==> config.mk <==
export PLATFORM = sky130hd
export DESIGN_NAME = gpe_reset_block
export DESIGN_NICKNAME = d
export VERILOG_FILES = /design/src/rtl/gpe_pkg.sv /design/src/rtl/gpe_lane.sv /design/src/rtl/gpe_rst_trig.sv /design/src/rtl/gpe_reset_block.sv
export SDC_FILE = /design/constraint.sdc
export NUM_CORES = 1
export LEC_CHECK = 0
export ABC_CLOCK_PERIOD_IN_PS = 1950
export BUFFER_PORTS_ARGS = -buffer_cell sky130_fd_sc_hd__buf_4
export CORE_MARGIN = 10
export CORE_UTILIZATION = 30
export DETAILED_ROUTE_END_ITERATION = 8
export GPL_ROUTABILITY_DRIVEN = 0
export PLACE_DENSITY = 0.56
export SYNTH_ARGS = -nofsm -noshare
export SYNTH_HDL_FRONTEND = slang
export SYNTH_SLANG_ARGS = --single-unit
==> constraint.sdc <==
create_clock -name clk -period 1.95 [get_ports clk]
set_input_delay 0.39 -clock clk [delete_from_list [all_inputs] [get_ports clk]]
set_output_delay 0.39 -clock clk [all_outputs]
set_load 0.01 [all_outputs]
==> src/rtl/gpe_pkg.sv <==
package gpe_pkg;

    localparam int LANES  = 8;
    localparam int DATA_W = LANES * 8;

    typedef enum logic {
        TRIG_IDLE = 1'b0,
        TRIG_FIRE = 1'b1
    } trig_state_e;

endpackage

==> src/rtl/gpe_lane.sv <==
module gpe_lane (
    input  logic       clk,
    input  logic       rst_n,
    input  logic [7:0] evt,
    input  logic       sts_wr,
    input  logic       en_wr,
    input  logic [7:0] sts_wdata,
    input  logic [7:0] en_wdata,
    output logic [7:0] sts_q,
    output logic [7:0] en_q
);

    logic [7:0] clr_mask;

    always_comb begin
        clr_mask = sts_wr ? sts_wdata : 8'h00;
    end

    // event set has priority over a software clear of the same bit
    always_ff @(posedge clk) begin
        if (!rst_n) begin
            sts_q <= 8'h00;
            en_q  <= 8'h00;
        end else begin
            sts_q <= (sts_q & ~clr_mask) | evt;
            if (en_wr) begin
                en_q <= en_wdata;
            end
        end
    end

endmodule

==> src/rtl/gpe_rst_trig.sv <==
module gpe_rst_trig
    import gpe_pkg::*;
(
    input  logic clk,
    input  logic rst_n,
    input  logic fire_req,
    output logic pulse
);

    trig_state_e state_q;
    trig_state_e state_d;

    always_comb begin
        state_d = state_q;
        unique case (state_q)
            TRIG_IDLE: state_d = fire_req ? TRIG_FIRE : TRIG_IDLE;
            TRIG_FIRE: state_d = fire_req ? TRIG_FIRE : TRIG_IDLE;
            default:   state_d = TRIG_IDLE;
        endcase
    end

    always_ff @(posedge clk) begin
        if (!rst_n) begin
            state_q <= TRIG_IDLE;
        end else begin
            state_q <= state_d;
        end
    end

    always_comb begin
        pulse = (state_q == TRIG_FIRE);
    end

endmodule

==> src/rtl/gpe_reset_block.sv <==
module gpe_reset_block
    import gpe_pkg::*;
#(
    parameter int          STS_BYTES = 4,
    parameter int          ADDR_W    = 8,
    parameter logic [7:0]  GPE_BASE  = 8'h28,
    parameter logic [7:0]  RST_BASE  = 8'h30
) (
    input  logic                   clk,
    input  logic                   rst_n,
    input  logic [STS_BYTES*8-1:0] evt_in,
    input  logic                   req_valid,
    input  logic                   req_write,
    input  logic [ADDR_W-1:0]      req_addr,
    input  logic [7:0]             req_be,
    input  logic [63:0]            req_wdata,
    output logic                   rd_valid,
    output logic [63:0]            rd_data,
    output logic                   gpe_irq,
    output logic                   rst_req
);

    localparam int EVT_W = STS_BYTES * 8;

    logic [EVT_W-1:0]  sts_q;
    logic [EVT_W-1:0]  en_q;
    logic              hit_gpe;
    logic              hit_rst;
    logic              wr_gpe;
    logic              fire_req;
    logic [DATA_W-1:0] rd_next;

    always_comb begin
        hit_gpe  = (req_addr == ADDR_W'(GPE_BASE));
        hit_rst  = (req_addr == ADDR_W'(RST_BASE));
        wr_gpe   = req_valid && req_write && hit_gpe;
        fire_req = req_valid && req_write && hit_rst &&
                   (req_be == 8'h0F) && req_wdata[0];
    end

    for (genvar g = 0; g < STS_BYTES; g++) begin : g_lane
        gpe_lane u_lane (
            .clk       (clk),
            .rst_n     (rst_n),
            .evt       (evt_in[g*8 +: 8]),
            .sts_wr    (wr_gpe && req_be[g]),
            .en_wr     (wr_gpe && req_be[STS_BYTES+g]),
            .sts_wdata (req_wdata[g*8 +: 8]),
            .en_wdata  (req_wdata[(STS_BYTES+g)*8 +: 8]),
            .sts_q     (sts_q[g*8 +: 8]),
            .en_q      (en_q[g*8 +: 8])
        );
    end

    for (genvar l = 0; l < LANES; l++) begin : g_rd
        if (l < STS_BYTES) begin : g_sts
            assign rd_next[l*8 +: 8] = (hit_gpe && req_be[l]) ? sts_q[l*8 +: 8] : 8'h00;
        end else if (l < 2*STS_BYTES) begin : g_en
            assign rd_next[l*8 +: 8] = (hit_gpe && req_be[l]) ? en_q[(l-STS_BYTES)*8 +: 8] : 8'h00;
        end else begin : g_zero
            assign rd_next[l*8 +: 8] = 8'h00;
        end
    end

    always_ff @(posedge clk) begin
        if (!rst_n) begin
            rd_valid <= 1'b0;
            rd_data  <= '0;
        end else begin
            rd_valid <= req_valid && !req_write;
            rd_data  <= (req_valid && !req_write) ? rd_next : '0;
        end
    end

    always_comb begin
        gpe_irq = |(sts_q & en_q);
    end

    gpe_rst_trig u_trig (
        .clk      (clk),
        .rst_n    (rst_n),
        .fire_req (fire_req),
        .pulse    (rst_req)
    );

endmodule

Word level (Yosys, flattened, before mapping) --
Index checks and enable logic that the tools add are counted.
Operators by class: equality and inequality tests 3, muxes and demuxes 5, bitwise gates (word level) 13, reduce and logical (&&, ||, !) cells 32
Operators by type and width (count):
- 32-bit AND | 1
- 8-bit AND | 4
- 8-bit 2-to-1 mux | 4
- 8-bit inverter | 4
- 8-bit OR | 4
- 32-bit OR reduction | 1
- 3-bit AND reduction | 8
- 1-bit logical AND | 22
- 8-bit by 6-bit == test with 1-bit output, second input constant | 2
- 8-bit by 4-bit == test with 1-bit output, second input constant | 1
- 1-bit logical NOT | 1
- 1-bit 2-to-1 mux | 1
Storage, ports and cells: bits in registers 130, output and inout port bits 67, word-level logic and storage cells 71

Depth between registers and ports, before layout --
depth after elaboration 7, gate-level depth with buffers 5, mapped depth without buffers 3

Cells and area by module --
A second synthesis with hierarchy kept.
Unflattened totals: cell total of the unflattened synthesis 496, area total of the unflattened synthesis 5037.3 sq um
By module, submodules not included:
- gpe_reset_block | times used 1, cells an instance 258, area each 2608.8 sq um, seq. area each 1301.2 sq um
- gpe_lane | times used 4, cells an instance 59, area each 600.6 sq um, seq. area each 320.3 sq um
- gpe_rst_trig | times used 1, cells an instance 2, area each 26.3 sq um, seq. area each 20.0 sq um

Worst setup path after synthesis --
No wires, ideal clock.
path type input to register, start point in req_addr[7], end point reg g_lane[0].u_lane.en_q[0], library setup time 0.072 ns, arrival time 1.732 ns, required time 1.878 ns, slack 0.146 ns, cell stages on the path 4, path buffers 1, cell sequence or4b_4 buf_6 nor3_4 mux2i_1
On the way: word-level cells in the longest chain between the ends 3
Ends and longest elaborated chain:
- start, declared | RTL line gpe_reset_block.sv:14 | input logic [ADDR_W-1:0] req_addr,
- 8-bit by 6-bit == test with 1-bit output | RTL line gpe_reset_block.sv:34 | hit_gpe = (req_addr == ADDR_W'(GPE_BASE));
- 1-bit logical AND | RTL line gpe_reset_block.sv:36 | wr_gpe = req_valid && req_write && hit_gpe;
- 1-bit logical AND | RTL line gpe_reset_block.sv:47 | .en_wr (wr_gpe && req_be[STS_BYTES+g]),
- end signal, assigned | RTL line gpe_lane.sv:27 | en_q <= en_wdata;
- end, declared | RTL line gpe_lane.sv:10 | output logic [7:0] en_q
No other way between the ends. A chain may end at the register's enable or synchronous reset.

Worst setup path in the final report --
start point reg g_lane[3].u_lane.en_q[3], end point out gpe_irq
On the way: word-level cells in the longest chain between the ends 2
Ends and longest elaborated chain:
- start, declared | RTL line gpe_lane.sv:10
- start signal, assigned | RTL line gpe_lane.sv:27
- 32-bit AND | RTL line gpe_reset_block.sv:76 | gpe_irq = |(sts_q & en_q);
- 32-bit OR reduction | RTL line gpe_reset_block.sv:76
- end, declared | RTL line gpe_reset_block.sv:19 | output logic gpe_irq,
No other way between the ends.

==> impl_metrics.csv <==
group,metric,value,unit
clock_network,cts_max_level,4,
timing,slew_headroom,0.712,
yosys,synth_area_leaders,"dfxtp_1 57%, and3_1 8.8%, mux2i_1 7.1%",
yosys,synth-edff-count,0,
clock_network,cts_tree,"built",
outcome,status,"complete, but fails checks",
worst_setup_path,crit_buf_inv,1,
timing,skew,0.00453,ns
yosys,synth_cell_type_count,23,
outcome,violations,"setup timing",
timing,period_share,1.13,
detailed_routing,wl_per_cell,19.4,um
pwr,power_density,888,nW/um^2
detailed_routing,ant_nets,0,
timing,setup_viol,1,
worst_setup_path,r2r_cells,2,
clock_network,root_buffer,"clkbuf_16",
detailed_routing,dr_total_vias,4069,
layout,area_delta_synth_final,51.8,%
clock_network,cts_buffers,17,
min_path,hold_class,"in2reg",
yosys,synth.most_common_cell,"dfxtp_1",
grt,grt_pass1_vias,4314,
timing,maxSlewViolCount,0,
grt,overflow,0,
timing,min_period,2.21,ns
worst_setup_path,cp_cell_sequence,"a22oi_2, nand4_1, or4_4, buf_6",
floorplan,ios,183,
yosys,syn_area,4530,sq um
layout,diodes,0,
yosys,synthTopCellsByCount,"130 x dfxtp_1, 65 x nand2_1, 64 x and3_1",
yosys,synth_warnings,0,
timing,worst_slack,-0.257,ns
yosys,syn_nets,571,
worst_setup_path,worstReg2RegStart,"g_lane[2].u_lane.sts_q[4]$_SDFF_PN0_",
placement,port_buffers,182,
pwr,peakVddDrop,0.000587,V
clock_network,cts.path.max_buffers,2,
detailed_routing,drc,0,
timing,tightest_slew,0.433,ns
floorplan,die_h,143,um
layout,utilization,0.470,
timing,hold_violations,0,
clock_network,post-cts-setup-buffers,0,
flow_run,max_cap_violations,0,
timing,rsz0062_at_grt,"yes",
layout,multiInputGateArea,1750,sq um
grt,grtUsageTotal,0.164,
yosys,syn_inst,455,
worst_setup_path,crit_required,1.56,ns
grt,grt_max_degree,44,
worst_setup_path,cp-end-kind,"output pin",
worst_setup_path,crit_cells,4,
layout,drive_gt1_frac,0.385,
clock_network,cts.reportedPaths.clkPinSlew,0.05,ns
yosys,synth_top_area_frac,0.574,
worst_setup_path,critPathKind,"reg2out",
worst_setup_path,slowest_delay,0.56,ns
floorplan,die_w,143,um
yosys,avgSynthCellArea,9.96,sq um
floorplan,fp-row-count,44,
pwr,power_leakage,3.32,nW
detailed_routing,viasPerCell,4.75,
yosys,ys_seq_area_frac,0.574,
clock_network,hold_buffers,0,
layout,fin_nets,776,
placement,dp_hpwl,13.0,mm
worst_setup_path,arrival,1.82,ns
grt,antenna_found_initial,0,
timing,whs,0.153,ns
timing,fmax,453,MHz
yosys,ys_seq_elements,130,
worst_setup_path,r2r_slack,1.13,ns
worst_setup_path,endpoint,"gpe_irq",
worst_setup_path,crit_family,"simple AND/OR/NAND/NOR gates",
worst_setup_path,cp_max_fo,3,
yosys,synth_flop_cell,"dfxtp_1",
worst_setup_path,startpoint,"g_lane[3].u_lane.en_q[3]$_SDFFE_PN0P_",
floorplan,start_util,0.309,
detailed_routing,drt-pass1-iter-count,4,
floorplan,design.die.area,20400,sq um
grt,grt_pass1_wl,25.0,mm
yosys,async_flop_share,0,
layout,num-fill-cells,1388,
placement,dp_slack,-0.0284,ns
yosys,yosysTopAreaCell,"dfxtp_1",
detailed_routing,drtIter0Drc,154,
floorplan,core_area,14600,sq um
worst_setup_path,cp_slowest_cell,"or4_4",
worst_setup_path,r2r_end,"g_lane[2].u_lane.sts_q[4]$_SDFF_PN0_",
worst_setup_path,cp-start-kind,"register",
clock_network,clock_sinks,130,
layout,regArea,2610,sq um
detailed_routing,drt_wl_total,16.6,mm
clock_network,insertion_delay,0.41,ns
==> sequential cells by signal, summed over array words and instances (netlist names) <==
signal and count:
g_lane.u_lane.sts_q 32, u_trig.pulse 1, g_lane.u_lane.en_q 32, rd_data 64
rd_valid 1
==> layer usage <==
metal	vias up	GRT usage	wire, um
li1	2022	-	-
met1	1905	0.188	7040
met2	125	0.272	8070
met3	17	0.0567	1250
met4	0	0.0717	266
met5	-	0	0
==> kinds of logic (layout without fill, tap and decap cells) <==
group | after synthesis | count (layout) | share of synthesized area
AO/OA/AOI/OAI | 79 | 79 | 0.105
buffers and inverters | 53 | 270 | 0.0481
flip-flops | 130 | 130 | 0.574
multiplexers | 32 | 32 | 0.0707
AND/OR/NAND/NOR | 161 | 161 | 0.202
==> through the flow <==
step	total power [mW]	cells	setup TNS, ns	instance area (sq um)
6_report	6.11	856	-0.257	6880
5_1_grt	6.31	856	-0.294	6880
4_1_cts	6.17	856	-0.288	6860
3_5_place_dp	3.18	825	-0.246	6270
3_3_place_gp	3.17	825	0	6270
2_1_floorplan	2.90	455	0	4530
==> placed cells by master (no fill, tap or decap), types with 2 or more instances in the layout <==
master,instances
buf_12,4
clkinv_2,4
a22oi_2,7
clkbuf_16,17
mux2i_1,32
dfxtp_2,7
or4_1,2
buf_4,202
nor4_1,2
nor3_2,4
dfxtp_1,123
a31oi_1,31
inv_1,32
nand2_1,65
nand4_1,5
nand3_1,8
clkbuf_8,5
clkbuf_1,4
a22oi_1,9
nor3_4,5
and3_1,64
o21ai_0,32
==> area by class of cell <==
type | instances | share of cell area
clock buffer | 26 | 0.0740
clock inverter | 5 | 0.00728
inverter | 32 | 0.0175
multi-input combinational | 272 | 0.254
sequential | 130 | 0.380
tap | 184 | 0.0335
timing repair buffer | 207 | 0.234
==> worst min-delay path by stage <==
stage / end / from / slack (ns) / depth (start not counted)
2_1_floorplan: g_lane[0].u_lane.en_q[0]$_SDFFE_PN0P_ / g_lane[0].u_lane.en_q[0]$_SDFFE_PN0P_ / 0.44 / 2
3_3_place_gp: g_lane[2].u_lane.en_q[2]$_SDFFE_PN0P_ / g_lane[2].u_lane.en_q[2]$_SDFFE_PN0P_ / 0.45 / 2
3_5_place_dp: g_lane[0].u_lane.en_q[7]$_SDFFE_PN0P_ / g_lane[0].u_lane.en_q[7]$_SDFFE_PN0P_ / 0.46 / 2
4_1_cts: g_lane[0].u_lane.sts_q[2]$_SDFF_PN0_ / req_wdata[2] / 0.14 / 2
5_1_grt: u_trig.pulse$_SDFF_PN0_ / req_addr[0] / 0.14 / 2
6_report: g_lane[3].u_lane.sts_q[3]$_SDFF_PN0_ / req_wdata[27] / 0.15 / 2
==> what timing repair did <==
action | CTS | global route
endpoints found under the setup margin | 1 | 1
pin swaps | 7 | 5
resized for setup | 10 | 6
cloned | 0 | 0
==> where the power goes <==
group          total (mW)  internal (mW)  leakage [nW]  switching (mW)
Clock                2.98           1.90         0.280            1.07
Combinational       0.367          0.206          1.99           0.161
Sequential           2.76           2.71          1.06          0.0544
Total                6.11           4.82          3.32            1.29
No activity file was read; power rests on OpenSTA's default activity.
